**src/rtl/blk_lock_pkg.sv**
```systemverilog
package blk_lock_pkg;
  typedef enum logic [2:0] {
    RES_OK   = 3'd0,
    RES_VOLT = 3'd1,
    RES_SEQ  = 3'd2,
    RES_LOCK = 3'd3,
    RES_TMO  = 3'd4
  } res_e;

  typedef enum logic [2:0] {
    ST_IDLE, ST_SETUP, ST_CONFIRM, ST_POLL, ST_CLEAR, ST_ARRAY
  } st_e;

  localparam logic [7:0] CMD_SETUP   = 8'h60;
  localparam logic [7:0] CMD_CONFIRM = 8'h01;
  localparam logic [7:0] CMD_CLEAR   = 8'h50;
  localparam logic [7:0] CMD_ARRAY   = 8'hFF;

  localparam int RDY_BIT  = 7;
  localparam int VOLT_BIT = 3;
  localparam int LOCK_BIT = 4;
  localparam int SEQ_BIT  = 5;
endpackage

```
**src/rtl/lock_status_decode.sv**
```systemverilog
module lock_status_decode
  import blk_lock_pkg::*;
(
  input  logic [7:0] stat,
  output res_e       code
);
  // priority voltage > sequence > lock > success
  always_comb begin
    if (stat[VOLT_BIT])                        code = RES_VOLT;
    else if (stat[LOCK_BIT] && stat[SEQ_BIT])  code = RES_SEQ;
    else if (stat[LOCK_BIT])                   code = RES_LOCK;
    else                                       code = RES_OK;
  end
endmodule

```
**src/rtl/lock_poll_timer.sv**
```systemverilog
module lock_poll_timer #(
  parameter int LIMIT = 1024
) (
  input  logic clk,
  input  logic rst_n,
  input  logic clr,
  input  logic tick,
  output logic expired
);
  localparam int CW = $clog2(LIMIT + 1);
  localparam logic [CW-1:0] LAST = CW'(LIMIT - 1);

  logic [CW-1:0] cnt;

  always_ff @(posedge clk or negedge rst_n) begin
    if (!rst_n)    cnt <= '0;
    else if (clr)  cnt <= '0;
    else if (tick) cnt <= cnt + 1'b1;
  end

  assign expired = tick && (cnt == LAST);

  // counter never runs past the limit while polling
  assert_cnt_bound_R9: assert property (@(posedge clk) disable iff (!rst_n)
    !clr |-> cnt <= LAST);
endmodule

```
**src/rtl/blk_lock_seq.sv**
```systemverilog
module blk_lock_seq
  import blk_lock_pkg::*;
#(
  parameter int AW         = 16,
  parameter int POLL_LIMIT = 1024
) (
  input  logic          clk,
  input  logic          rst_n,
  input  logic          blk_valid,
  output logic          blk_ready,
  input  logic [AW-1:0] blk_addr,
  input  logic          blk_last,
  input  logic          defer_check,
  output logic [AW-1:0] bus_addr,
  output logic [7:0]    bus_wdata,
  input  logic [7:0]    bus_rdata,
  output logic          bus_we,
  output logic          bus_re,
  output logic          done,
  output logic [2:0]    result
);
  st_e           state;
  logic [AW-1:0] addr_q;
  logic          last_q, defer_q, in_batch_q;
  res_e          res_q, res_out_q, dec_code;
  logic          done_q, poll_expired, dev_ready, check_now;

  lock_status_decode u_dec (.stat(bus_rdata), .code(dec_code));

  lock_poll_timer #(.LIMIT(POLL_LIMIT)) u_tmr (
    .clk(clk), .rst_n(rst_n),
    .clr(state != ST_POLL),
    .tick((state == ST_POLL) && !bus_rdata[RDY_BIT]),
    .expired(poll_expired)
  );

  assign dev_ready = bus_rdata[RDY_BIT];
  assign check_now = !defer_q || last_q;

  always_ff @(posedge clk or negedge rst_n) begin
    if (!rst_n) begin
      state      <= ST_IDLE;
      addr_q     <= '0;
      last_q     <= 1'b0;
      defer_q    <= 1'b0;
      in_batch_q <= 1'b0;
      res_q      <= RES_OK;
      res_out_q  <= RES_OK;
      done_q     <= 1'b0;
    end else begin
      done_q <= 1'b0;
      case (state)
        ST_IDLE: if (blk_valid) begin
          addr_q     <= blk_addr;
          last_q     <= blk_last;
          in_batch_q <= 1'b1;
          if (!in_batch_q) defer_q <= defer_check;
          state <= ST_SETUP;
        end
        ST_SETUP:   state <= ST_CONFIRM;
        ST_CONFIRM: state <= ST_POLL;
        ST_POLL: begin
          if (dev_ready) begin
            if (check_now && dec_code != RES_OK) begin
              res_q <= dec_code;
              state <= ST_CLEAR;
            end else if (last_q) begin
              res_q <= RES_OK;
              state <= ST_ARRAY;
            end else begin
              state <= ST_IDLE;
            end
          end else if (poll_expired) begin
            res_q <= RES_TMO;
            state <= ST_CLEAR;
          end
        end
        ST_CLEAR: state <= ST_ARRAY;
        ST_ARRAY: begin
          done_q     <= 1'b1;
          res_out_q  <= res_q;
          in_batch_q <= 1'b0;
          state      <= ST_IDLE;
        end
        default: state <= ST_IDLE;
      endcase
    end
  end

  always_comb begin
    bus_we    = 1'b0;
    bus_wdata = 8'h00;
    case (state)
      ST_SETUP:   begin bus_we = 1'b1; bus_wdata = CMD_SETUP;   end
      ST_CONFIRM: begin bus_we = 1'b1; bus_wdata = CMD_CONFIRM; end
      ST_CLEAR:   begin bus_we = 1'b1; bus_wdata = CMD_CLEAR;   end
      ST_ARRAY:   begin bus_we = 1'b1; bus_wdata = CMD_ARRAY;   end
      default:    ;
    endcase
  end

  assign bus_re    = (state == ST_POLL);
  assign bus_addr  = addr_q;
  assign blk_ready = (state == ST_IDLE);
  assign done      = done_q;
  assign result    = res_out_q;

  // write and read strobes never overlap
  assert_strobe_excl_R3: assert property (@(posedge clk) disable iff (!rst_n)
    !(bus_we && bus_re));

  // setup is followed by confirm to the same address
  assert_confirm_follows_R2: assert property (@(posedge clk) disable iff (!rst_n)
    (bus_we && bus_wdata == CMD_SETUP) |=>
      (bus_we && bus_wdata == CMD_CONFIRM && $stable(bus_addr)));

  // clear-status is immediately followed by read-array
  assert_clear_then_array_R7: assert property (@(posedge clk) disable iff (!rst_n)
    (bus_we && bus_wdata == CMD_CLEAR) |=> (bus_we && bus_wdata == CMD_ARRAY));

  // done only in the cycle after a read-array write
  assert_done_after_array_R8: assert property (@(posedge clk) disable iff (!rst_n)
    (bus_we && bus_wdata == CMD_ARRAY) |=> done);

  // no stream acceptance while the bus is in use
  assert_ready_idle_R10: assert property (@(posedge clk) disable iff (!rst_n)
    (bus_we || bus_re) |-> !blk_ready);
endmodule

```
**config.mk**
```make
export PLATFORM = sky130hd
export DESIGN_NAME = blk_lock_seq
export DESIGN_NICKNAME = d
export VERILOG_FILES = /design/src/rtl/blk_lock_pkg.sv /design/src/rtl/lock_status_decode.sv /design/src/rtl/lock_poll_timer.sv /design/src/rtl/blk_lock_seq.sv
export SDC_FILE = /design/constraint.sdc
export NUM_CORES = 1
export LEC_CHECK = 0
export ABC_AREA = 1
export BUFFER_PORTS_ARGS = -buffer_cell sky130_fd_sc_hd__buf_2
export CAP_MARGIN = 20
export CELL_PAD_IN_SITES_DETAIL_PLACEMENT = 0
export CELL_PAD_IN_SITES_GLOBAL_PLACEMENT = 1
export CORE_ASPECT_RATIO = 1.25
export CORE_MARGIN = 2
export CORE_UTILIZATION = 39
export CTS_CLUSTER_DIAMETER = 120
export DETAILED_ROUTE_END_ITERATION = 16
export GPL_ROUTABILITY_DRIVEN = 0
export PLACE_DENSITY = 0.88
export SYNTH_ARGS = -nofsm -noshare
export SYNTH_HDL_FRONTEND = slang
export SYNTH_SLANG_ARGS = --single-unit
export TNS_END_PERCENT = 1
```
**constraint.sdc**
```tcl
create_clock -name clk -period 1.9 [get_ports clk]
set_input_delay 0.38 -clock clk [delete_from_list [all_inputs] [get_ports clk]]
set_output_delay 0.38 -clock clk [all_outputs]
set_load 0.005 [all_outputs]
```
Word level (Yosys, flattened, before mapping)
Index checks and enable logic that the tools add are counted.
- add/sub/neg operators: 1
- eq/ne operators: 10
- mux-type cells: 19
- bitwise operators: 1
- reductions and logical operators: 18
- operator list (cell ; number):
    8-bit case mux with 4 select lines ; 1
    3-bit 2-to-1 mux ; 10
    11-bit 2-to-1 mux ; 2
    3-bit case mux with 5 select lines ; 1
    11-bit by 1-bit adder with 11-bit output (second input constant) ; 1
    11-bit by 10-bit equality test with 1-bit output (second input constant) ; 1
    3-bit by 2-bit equality test with 1-bit output (second input constant) ; 2
    3-bit equality test (second input constant) ; 2
    3-bit by 2-bit != test with 1-bit output (second input constant) ; 2
    2-bit AND reduction ; 3
    3-bit AND reduction ; 2
    2-bit nonzero test ; 3
    1-bit logical AND ; 4
    4-bit OR reduction ; 1
    3-bit by 1-bit equality test with 1-bit output (second input constant) ; 1
    3-bit zero test ; 1
    1-bit 2-to-1 mux ; 3
    3-bit by 1-bit != test with 1-bit output (second input constant) ; 1
    3-bit nonzero test ; 1
    1-bit zero test ; 2
    2-bit 2-to-1 mux ; 1
    2-bit != test (second input constant) ; 1
    1-bit case mux with 2 select lines ; 1
    1-bit logical OR ; 1
    1-bit inverter ; 1
- register bits: 40
- input port bits: 29
- output and inout port bits: 31
- word-level logic and storage cells: 58

Depth between registers and ports, before layout
Gate-level depths: netlist of run 1.
- word-level depth: 8
- gate-level depth with buffers: 8
- depth with buffers taken out: 8

By module
Synthesis of run 1 repeated with hierarchy kept, for this count alone.
- cells, all modules: 257
- area total of the unflattened synthesis: 1991.9 µm²
- by module, submodules not included (module ; instances ; cells an instance ; area an instance (µm²) ; sequential area each (µm²)):
    blk_lock_seq ; 1 ; 160 ; 1300.0 ; 725.7
    lock_poll_timer ; 1 ; 89 ; 655.6 ; 275.3
    lock_status_decode ; 1 ; 8 ; 36.3 ; 0.0

Worst setup path after synthesis of run 1
OpenSTA, ideal clock, no wires.
- path kind: register -> output
- from: register state[1]
- to: output port bus_wdata[2]
- arrival time: 1.072 ns
- data required time: 1.520 ns
- path slack: 0.448 ns
- cell stages (with the launch flop): 5
- path buffers: 1
- cell sequence: dfrtp_1 -> nor2_1 -> nand2_1 -> inv_1 -> buf_4
- word-level cells in the longest chain between the ends: 2
- elaborated cells between the ends (all ways): 5
- classes of those cells: eq/ne: 4; mux: 1
- ends and longest elaborated chain (item ; RTL line ; RTL):
    start, declared ; blk_lock_seq.sv:22 ; st_e state;
    start signal, assigned ; blk_lock_seq.sv:42 ; state <= ST_IDLE;
    start signal, assigned ; blk_lock_seq.sv:58 ; state <= ST_SETUP;
    start signal, assigned ; blk_lock_seq.sv:60 ; ST_SETUP: state <= ST_CONFIRM;
    3-bit equality test, or another cell as far along ; blk_lock_seq.sv:93 ; case (state)
    8-bit case mux with 4 select lines * ; blk_lock_seq.sv:93 ;
    end, declared ; blk_lock_seq.sv:15 ; output logic [7:0] bus_wdata,
Mark *: on every way between the ends. The rest lies on a longest branch, timed or not.

Worst setup path in the final report of run 1
Ends and elaborated chain as after synthesis.

==> results of run 1 <==
[registers in the layout, summed over array words and instances (netlist names)]
name / count
bus_addr: 16
defer_q: 1
done: 1
in_batch_q: 1
last_q: 1
res_q: 3
result: 3
state: 3
u_tmr.cnt: 11
[metrics by stage]
stage,power (W),cell area [um2],hold slack (ns)
2_1_floorplan,0.00192,1860,0.0844
3_3_place_gp,0.00229,2170,0.452
3_5_place_dp,0.00231,2170,0.457
4_1_cts,0.00284,2250,0.154
5_1_grt,0.00305,2250,0.192
6_report,0.00281,2250,0.131
[area by class of cell]
cell class                      count  area [um2]
Timing Repair Buffer               58         298
Multi-Input combinational cell    161         714
Sequential cell                    40        1000
Clock buffer                        5        68.8
Fill cell                         484        2410
Tap cell                           60        75.1
Inverter                           21        78.8
Clock inverter                      2        12.5
[path summary, 6_finish.rpt]
path	to	slack, ns	cells past startpoint
min in group clk	bus_addr[9]	0.28	3
worst min-delay path	u_tmr.cnt[10]	0.13	2
worst min register to register	bus_addr[12]	0.47	2
max in group asynchronous	u_tmr.cnt[4]	1.41	2
worst max-delay path	bus_wdata[2]	0.16	4
worst max register to register	res_q[1]	0.49	8
[layout by cell type (no fill, tap or decap), drive strengths merged, types with 2 or more instances in the layout]
cell	Yosys	final
a21oi	8	8
buf	6	58
clkbuf	0	5
clkinv	1	2
dfrtp	40	40
inv	20	20
nand2	101	101
nand3	9	9
nand4	3	3
nor2	24	24
nor3	5	5
o21ai	5	5
[kinds of logic (layout without fill, tap and decap cells)]
logic type,after synthesis,in the layout,synth area share [%]
multiplexers,1,1,0.606
AND/OR/NAND/NOR,144,144,32.8
AO/OA/AOI/OAI,15,15,4.37
flip-flops,40,40,53.8
adder cells (fa/ha/maj),1,1,0.673
buffers and inverters,27,86,7.74
[metal layers]
metal / part of all wire [%] / global-route usage, %
met5: 0 / 0
met1: 44 / 17.0
met3: 5.0 / 3.32
met4: 2.4 / 6.88
met2: 49 / 25.3
[power groups by stage]
stage	combinational [W]	sequential (W)	clock [W]
2_1_floorplan	0.000643	0.00128	0
3_3_place_gp	0.00102	0.00127	0
3_5_place_dp	0.00105	0.00126	0
4_1_cts	0.00104	0.00126	0.000547
5_1_grt	0.00118	0.00129	0.000582
6_report	0.00102	0.00126	0.000529
[what timing repair did]
action / 4_1_cts / 5_1_grt
buffers inserted: 0 / 0
hold endpoints to repair: 0 / 0
setup endpoints to repair: 0 / 4
gates resized for setup: 0 / 1
hold buffers: 0 / 0
==> impl_metrics.toml, run 1 <==
[run_status]
status = "finished, final reports clean"

[min_path]
holdCritPathClass = "input port to async pin"

[clocking]
numClockSinks = 40
cts-root-buf = "clkbuf_8"
cts_buffers = 5
clkLatencyLatePin_ns = 0.29
clkTransAtPathRegs_ns = 0.07
clock_path_buffers = 2
cts_max_level = 2
cts_tree = "done"

[setup_path]
start_kind = "register"
cp-end-kind = "output port"
startpoint = "state[1]"
path_cells = "nor2_1, nand2_1, inv_2, buf_2"
critPathBufInv = 2
worst_ep_required_time_ns = 1.52
cp_max_fo = 9
crit_type = "register to output port"
slowest_stage = "dfrtp_1"
worstPathArrival_ns = 1.36
r2r-start = "u_tmr.cnt[0]"
critical_path.max_stage_delay_ns = 0.44
crit_family = "flip-flops"

[yosys]
syn_inst = 228
synthFlopType = "dfrtp_1"
yosysMostFrequentCell = "nand2_1"
synthTopCellsByArea = "dfrtp_1, nand2_1, nor2_1"
synthTopCellsByCount = "nand2_1, dfrtp_1, nor2_1"
synthesis.nets = 258
synth_top_area_share_pct = 53.8
avgSynthCellArea_um2 = 8.15
synthDistinctLibCells = 24
synth-edff-count = 0
synth_seq_cells = 40
synthArstFlopShare_pct = 100
ys_seq_area_share_pct = 53.8
yosys.area.top_type = "dfrtp_1"
netlist_area_mm2 = 0.00186
yosys_warnings = 0

[route]
drc = 0
dr.pass1.iters = 4
num_vias = 1566
routed_wl_um = 3590
wl_per_cell_um = 10.3
detail-route-antenna-nets = 0
vias_per_cell = 4.51
drt-initial-drc-count = 51

[final_layout]
antenna_cells = 0
area_growth_syn_to_layout_pct = 20.9
layout-drive-gt1-share_pct = 26.8
finalNonFillerCells = 347
final_util_pct = 48.3
fin_nets = 317

[die]
die_h_um = 81.2
die_area_mm2 = 0.00534
coreArea_mm2 = 0.00466
io_pins = 60
floorplan.initialDensity_pct = 39.9
fp-row-count = 28
fp.dieW_um = 65.8

[sta]
grt_setup_unrepaired = "no"
slew_violations = 0
min_period_ns = 1.74
max_slew.worst_pin.slew_ns = 0.502
setup-violations-final = 0
clock.fmax_mhz = 573
fin_ws_ns = 0.155
relSlewSlack_pct = 66.5
fin_crit_sh_pct = 91.8
skew_ns = 0.00587
finalHoldViolations = 0
tns_ns = 0

[placement]
dp.cells = 340
placement.io_buffers = 55
dp.final_hpwl_um = 2680
pre_cts_slack_ns = 0.375

[power]
intPower_w = 0.00179
pwr-share-clk_pct = 18.9
power_density_mw_per_mm2 = 1250
p_sw_share_pct = 36.2
ir_worst_vdd_mv = 0.695
power.switching_w = 0.00102
seqPwrFrac_pct = 44.8
power_leakage_nw = 1.27
pwr-share-comb_pct = 36.4

[global_route]
grt.overflow.total = 0
grt_pass1_vias = 1414
grt_max_degree = 41
grt_pass1_wl_um = 5950
grt_usage_pct = 14.6
antenna_found_initial = 0

[run]
maxCapViolCount = 0
No activity file was read; power rests on OpenSTA's default activity.
==> run 2: changes to the inputs <==
--- a/config.mk
+++ b/config.mk
@@ -5,14 +5,13 @@
 export SDC_FILE = /design/constraint.sdc
 export NUM_CORES = 1
 export LEC_CHECK = 0
-export ABC_AREA = 1
 export BUFFER_PORTS_ARGS = -buffer_cell sky130_fd_sc_hd__buf_2
 export CAP_MARGIN = 20
 export CELL_PAD_IN_SITES_DETAIL_PLACEMENT = 0
 export CELL_PAD_IN_SITES_GLOBAL_PLACEMENT = 1
 export CORE_ASPECT_RATIO = 1.25
 export CORE_MARGIN = 2
-export CORE_UTILIZATION = 39
+export CORE_UTILIZATION = 42
 export CTS_CLUSTER_DIAMETER = 120
 export DETAILED_ROUTE_END_ITERATION = 16
 export GPL_ROUTABILITY_DRIVEN = 0
==> impl_metrics.toml, run 2 <==
[run_status]
status = "finished, final reports clean"

[power]
power_density_mw_per_mm2 = 1380
ir_worst_vdd_mv = 0.916
power_leakage_nw = 1.16

[yosys]
yosys.area.top_type = "dfrtp_1"
synthTopCellsByArea = "dfrtp_1, mux2_2, mux2_4"
yosys_warnings = 0
synth_top_area_share_pct = 54.1
synthTopCellsByCount = "dfrtp_1, nor2_1, mux2_2"
netlist_area_mm2 = 0.00185
yosysMostFrequentCell = "dfrtp_1"
avgSynthCellArea_um2 = 12.3
synth_seq_cells = 40
ys_seq_area_share_pct = 54.1
syn_inst = 151
synthFlopType = "dfrtp_1"
synthesis.nets = 181
synthDistinctLibCells = 40
synthArstFlopShare_pct = 100
synth-edff-count = 0

[clocking]
cts-root-buf = "clkbuf_8"
clock_path_buffers = 2
numClockSinks = 40
clkTransAtPathRegs_ns = 0.08
cts_tree = "done"
cts_buffers = 5
cts_max_level = 2
clkLatencyLatePin_ns = 0.30

[route]
dr.pass1.iters = 4
drt-initial-drc-count = 53
vias_per_cell = 4.79
routed_wl_um = 3330
detail-route-antenna-nets = 0
wl_per_cell_um = 12.3
num_vias = 1292
drc = 0

[global_route]
grt_usage_pct = 14.5
antenna_found_initial = 0
grt_pass1_vias = 1220
grt_pass1_wl_um = 5640
grt_max_degree = 41
grt.overflow.total = 0

[sta]
setup-violations-final = 0
fin_crit_sh_pct = 88.5
grt_setup_unrepaired = "no"
slew_violations = 0
finalHoldViolations = 0
min_period_ns = 1.68
tns_ns = 0
max_slew.worst_pin.slew_ns = 0.493
skew_ns = 0.00896
relSlewSlack_pct = 67.2
clock.fmax_mhz = 595

[die]
fp.dieW_um = 63.4
die_h_um = 78.2
floorplan.initialDensity_pct = 42.8
fp-row-count = 27
io_pins = 60
die_area_mm2 = 0.00496
coreArea_mm2 = 0.00432

[final_layout]
final_util_pct = 53.3
largest_reg_flops = 16
finalNonFillerCells = 270
final_common_cell = "buf_2"
antenna_cells = 0
area_growth_syn_to_layout_pct = 24.5
final_cell_mix = "buf_2, dfrtp_1, nor2_1, mux2_2"
layout-drive-gt1-share_pct = 46.7
fin_nets = 241
num-fill-cells = 403

[min_path]
holdCritPathClass = "input port to async pin"

[setup_path]
critPathBufInv = 3
cp-end-kind = "output port"
worstPathArrival_ns = 1.30
path_cells = "nand2b_1, inv_1, nand2_1, inv_1, buf_2"
crit_path_frequent_cell = "inv_1"
crit_type = "register to output port"
slowest_stage = "dfrtp_2"
critical_path.max_stage_delay_ns = 0.43
worst_ep_required_time_ns = 1.52
start_kind = "register"
crit_family = "flip-flops"
cp_max_fo = 5

[placement]
placement.io_buffers = 55
dp.cells = 259
dp.final_hpwl_um = 2390

[run]
maxCapViolCount = 0
## run 2: kinds of logic after synthesis
logic type | synth area share [%]
AND/OR/NAND/NOR | 13.7
flip-flops | 54.1
adder cells (fa/ha/maj) | 0.676
AO/OA/AOI/OAI | 7.37
multiplexers | 14.1
XOR/XNOR | 4.26
buffers and inverters | 5.81
## run 2: final timing paths
path                            startpoint  cells past startpoint  slack, ns      endpoint
worst max-delay path              state[1]                      5       0.22  bus_wdata[1]
worst max register to register    state[1]                      5       0.27  bus_addr[15]
worst min-delay path                 rst_n                      2       0.13  u_tmr.cnt[1]
min in group clk                  blk_last                      3       0.28        last_q
worst min register to register  in_batch_q                      1       0.49    in_batch_q
max in group asynchronous            rst_n                      2       1.40      state[1]
## run 2: timing repair
action	4_1_cts	5_1_grt
setup endpoints to repair	0	5
gates resized for setup	0	1
setup buffers	0	3
endpoints found under the hold margin	0	0
hold buffers	0	0
## run 2: final cells by class
cell class,instances,area [um2],share of cell area (%)
Clock buffer,6,82.6,3.58
Clock inverter,2,38.8,1.68
Inverter,7,26.3,1.14
Multi-Input combinational cell,95,742,32.2
Sequential cell,40,1000,43.5
Tap cell,58,72.6,3.15
Timing Repair Buffer,62,340,14.8
## run 2: power breakdown
| part | internal, W | switching (W) | leakage, nW |
|---|---|---|---|
| logic | 0.000666 | 0.000460 | 0.596 |
| registers | 0.00113 | 0.000189 | 0.508 |
| clock network | 0.000429 | 0.000304 | 0.0614 |
| total | 0.00223 | 0.000952 | 1.16 |
## run 2: through the flow
step | area [um2] | total power [W] | hold WS (ns) | setup slack, ns
after floorplan | 1850 | 0.00202 | 0.0844 | 0.404
after global placement | 2160 | 0.00241 | 0.470 | 0.303
after detailed placement | 2160 | 0.00243 | 0.472 | 0.290
after CTS | 2280 | 0.00317 | 0.149 | 0.0445
after global routing | 2300 | 0.00340 | 0.177 | 0.0550
final | 2300 | 0.00318 | 0.126 | 0.218
## run 2: layer usage
metal | wire, um | share of wire, % | vias to the layer above | global-route usage, %
li1 | - | - | 637 | -
met1 | 1470 | 44 | 619 | 18.4
met2 | 1640 | 49 | 31 | 23.4
met3 | 179 | 5.4 | 5 | 4.87
met4 | 40 | 1.2 | 0 | 4.57
met5 | 0 | 0 | - | 0
==> run 3: changes to the inputs <==
--- a/config.mk
+++ b/config.mk
@@ -18,5 +18,6 @@
 export PLACE_DENSITY = 0.88
 export SYNTH_ARGS = -nofsm -noshare
 export SYNTH_HDL_FRONTEND = slang
+export SYNTH_HIERARCHICAL = 1
 export SYNTH_SLANG_ARGS = --single-unit
 export TNS_END_PERCENT = 1
==> impl_metrics.toml, run 3 <==
[clocking]
cts_tree = "done"
cts_hold_buf = 0
clock_path_buffers = 2
cts_max_level = 2
cts-root-buf = "clkbuf_8"
post_cts_buffers = 0
clkTransAtPathRegs_ns = 0.07
cts_buffers = 5
numClockSinks = 40
clkLatencyLatePin_ns = 0.29

[power]
power_leakage_nw = 1.13
power_density_mw_per_mm2 = 1360
ir_worst_vdd_mv = 0.665
total_power_w = 0.00323

[setup_path]
crit_family = "simple AND/OR/NAND/NOR gates"
slowest_stage = "dfrtp_1"
cp_max_fo = 11
r2r_cells = 7
ff2ff_setup_slack_ns = 0.18
critical_path.max_stage_delay_ns = 0.35
cp-end-kind = "output port"
start_kind = "register"
crit_type = "register to output port"
r2r-start = "state[2]"
critPathBufInv = 2
worstPathArrival_ns = 1.41
worst_ep_required_time_ns = 1.52
rr_endpoint = "res_q[0]"
path_cells = "buf_4, and2b_2, nand2_4, o21ai_0, buf_2"

[global_route]
grt_pass1_vias = 1382
grt_pass1_wl_um = 5980
grt.overflow.total = 0
grt_usage_pct = 14.9
grt_max_degree = 41
antenna_found_initial = 0

[yosys]
netlist_area_mm2 = 0.00194
yosysMostFrequentCell = "dfrtp_1"
synth_top_area_share_pct = 51.5
synth-edff-count = 0
avgSynthCellArea_um2 = 11.7
synthTopCellsByArea = "dfrtp_1, mux2_2, mux2_4"
synthDistinctLibCells = 43
synthTopCellsByCount = "dfrtp_1, mux2_2, nor2_1"
ys_seq_area_share_pct = 51.5
synthesis.nets = 196
synthArstFlopShare_pct = 100
yosys.area.top_type = "dfrtp_1"
syn_inst = 166
synthFlopType = "dfrtp_1"
yosys_warnings = 6
synth_seq_cells = 40

[final_layout]
area_growth_syn_to_layout_pct = 22.2
multiInputGateArea_um2 = 820
largest_reg_flops = 16
final_cell_mix = "buf_2, dfrtp_1, mux2_2, nor2_1, inv_1"
final_common_cell = "buf_2"
antenna_cells = 0
layout-drive-gt1-share_pct = 45.6
num-fill-cells = 408
fin_nets = 255
ff_latch_area_mm2 = 0.00100

[sta]
grt_setup_unrepaired = "no"
clock.fmax_mhz = 560
slew_violations = 0
min_period_ns = 1.79
fin_crit_sh_pct = 94.0
tns_ns = 0
finalHoldViolations = 0
skew_ns = 0.00363
setup-violations-final = 0

[route]
num_vias = 1415
wl_per_cell_um = 12.3
drc = 0
drt-initial-drc-count = 94
detail-route-antenna-nets = 0
routed_wl_um = 3510
vias_per_cell = 4.98
dr.pass1.iters = 4

[die]
fp.dieW_um = 64.8
coreArea_mm2 = 0.00443
die_area_mm2 = 0.00519
fp-row-count = 27
die_h_um = 80.0
io_pins = 60
floorplan.initialDensity_pct = 43.9

[placement]
placement.io_buffers = 55
dp.final_hpwl_um = 2570

[run_status]
status = "finished, final reports clean"

[min_path]
holdCritPathClass = "input port to async pin"

[run]
maxCapViolCount = 0
run 3: metal layers:
layer	up-vias	track usage, %	wire length, um
met4	0	6.38	44
li1	696	-	-
met5	-	0	0
met3	5	3.81	156
met1	682	16.6	1440
met2	32	26.6	1860
run 3: area by class of cell:
class / count / area share (%)
clock buffers: 5 / 2.90
well taps: 58 / 3.06
clock inverters: 3 / 0.791
flip-flops and latches: 40 / 42.2
repair buffers: 64 / 15.0
inverters: 10 / 1.58
multi-input cells: 104 / 34.5
run 3: where the power goes:
| group | total (W) | internal (W) | leakage [nW] | switching [W] |
|---|---|---|---|---|
| combinational | 0.00136 | 0.000741 | 0.583 | 0.000617 |
| clock | 0.000544 | 0.000256 | 0.0479 | 0.000289 |
| sequential | 0.00132 | 0.00116 | 0.501 | 0.000163 |
| total | 0.00323 | 0.00216 | 1.13 | 0.00107 |
run 3: kinds of logic after synthesis:
| group | count (synthesis) | synth area share (%) |
|---|---|---|
| AOI/OAI and AO/OA | 29 | 10.5 |
| xor gates and xnor gates | 5 | 2.25 |
| adders and majority gates | 1 | 0.644 |
| buffers and inverters | 22 | 7.47 |
| DFF | 40 | 51.5 |
| muxes | 22 | 14.0 |
| other | 1 | 0.193 |
| and+or+nand+nor | 46 | 13.4 |
run 3: repair_timing:
item                                    in CTS  in global routing
gates resized for setup                      1                  6
gates cloned                                 0                  0
endpoints found under the setup margin       5                  9
endpoints found under the hold margin        0                  0
run 3: through the flow:
step                cells  instance area, um2  worst slack (ns)  hold slack [ns]  utilization [%]
CTS                   284                2350           0.00715            0.155             53.2
global placement      276                2260             0.151            0.465             51.1
detailed placement    276                2260            0.0574            0.469             51.1
floorplan             166                1940           0.00811           0.0844                -
finish                284                2370             0.115            0.142             53.6
global route          284                2370            0.0202            0.179             53.6
run 3: worst max path at each step:
stage | depth (start not counted) | slack (ns) | end | start
floorplan | 9 | 0.008 | state[2] | state[1]
global placement | 7 | 0.15 | res_q[0] | state[2]
detailed placement | 7 | 0.06 | res_q[0] | state[2]
CTS | 5 | 0.007 | bus_wdata[2] | state[1]
global route | 5 | 0.02 | bus_wdata[0] | state[1]
finish | 5 | 0.11 | bus_wdata[0] | state[1]
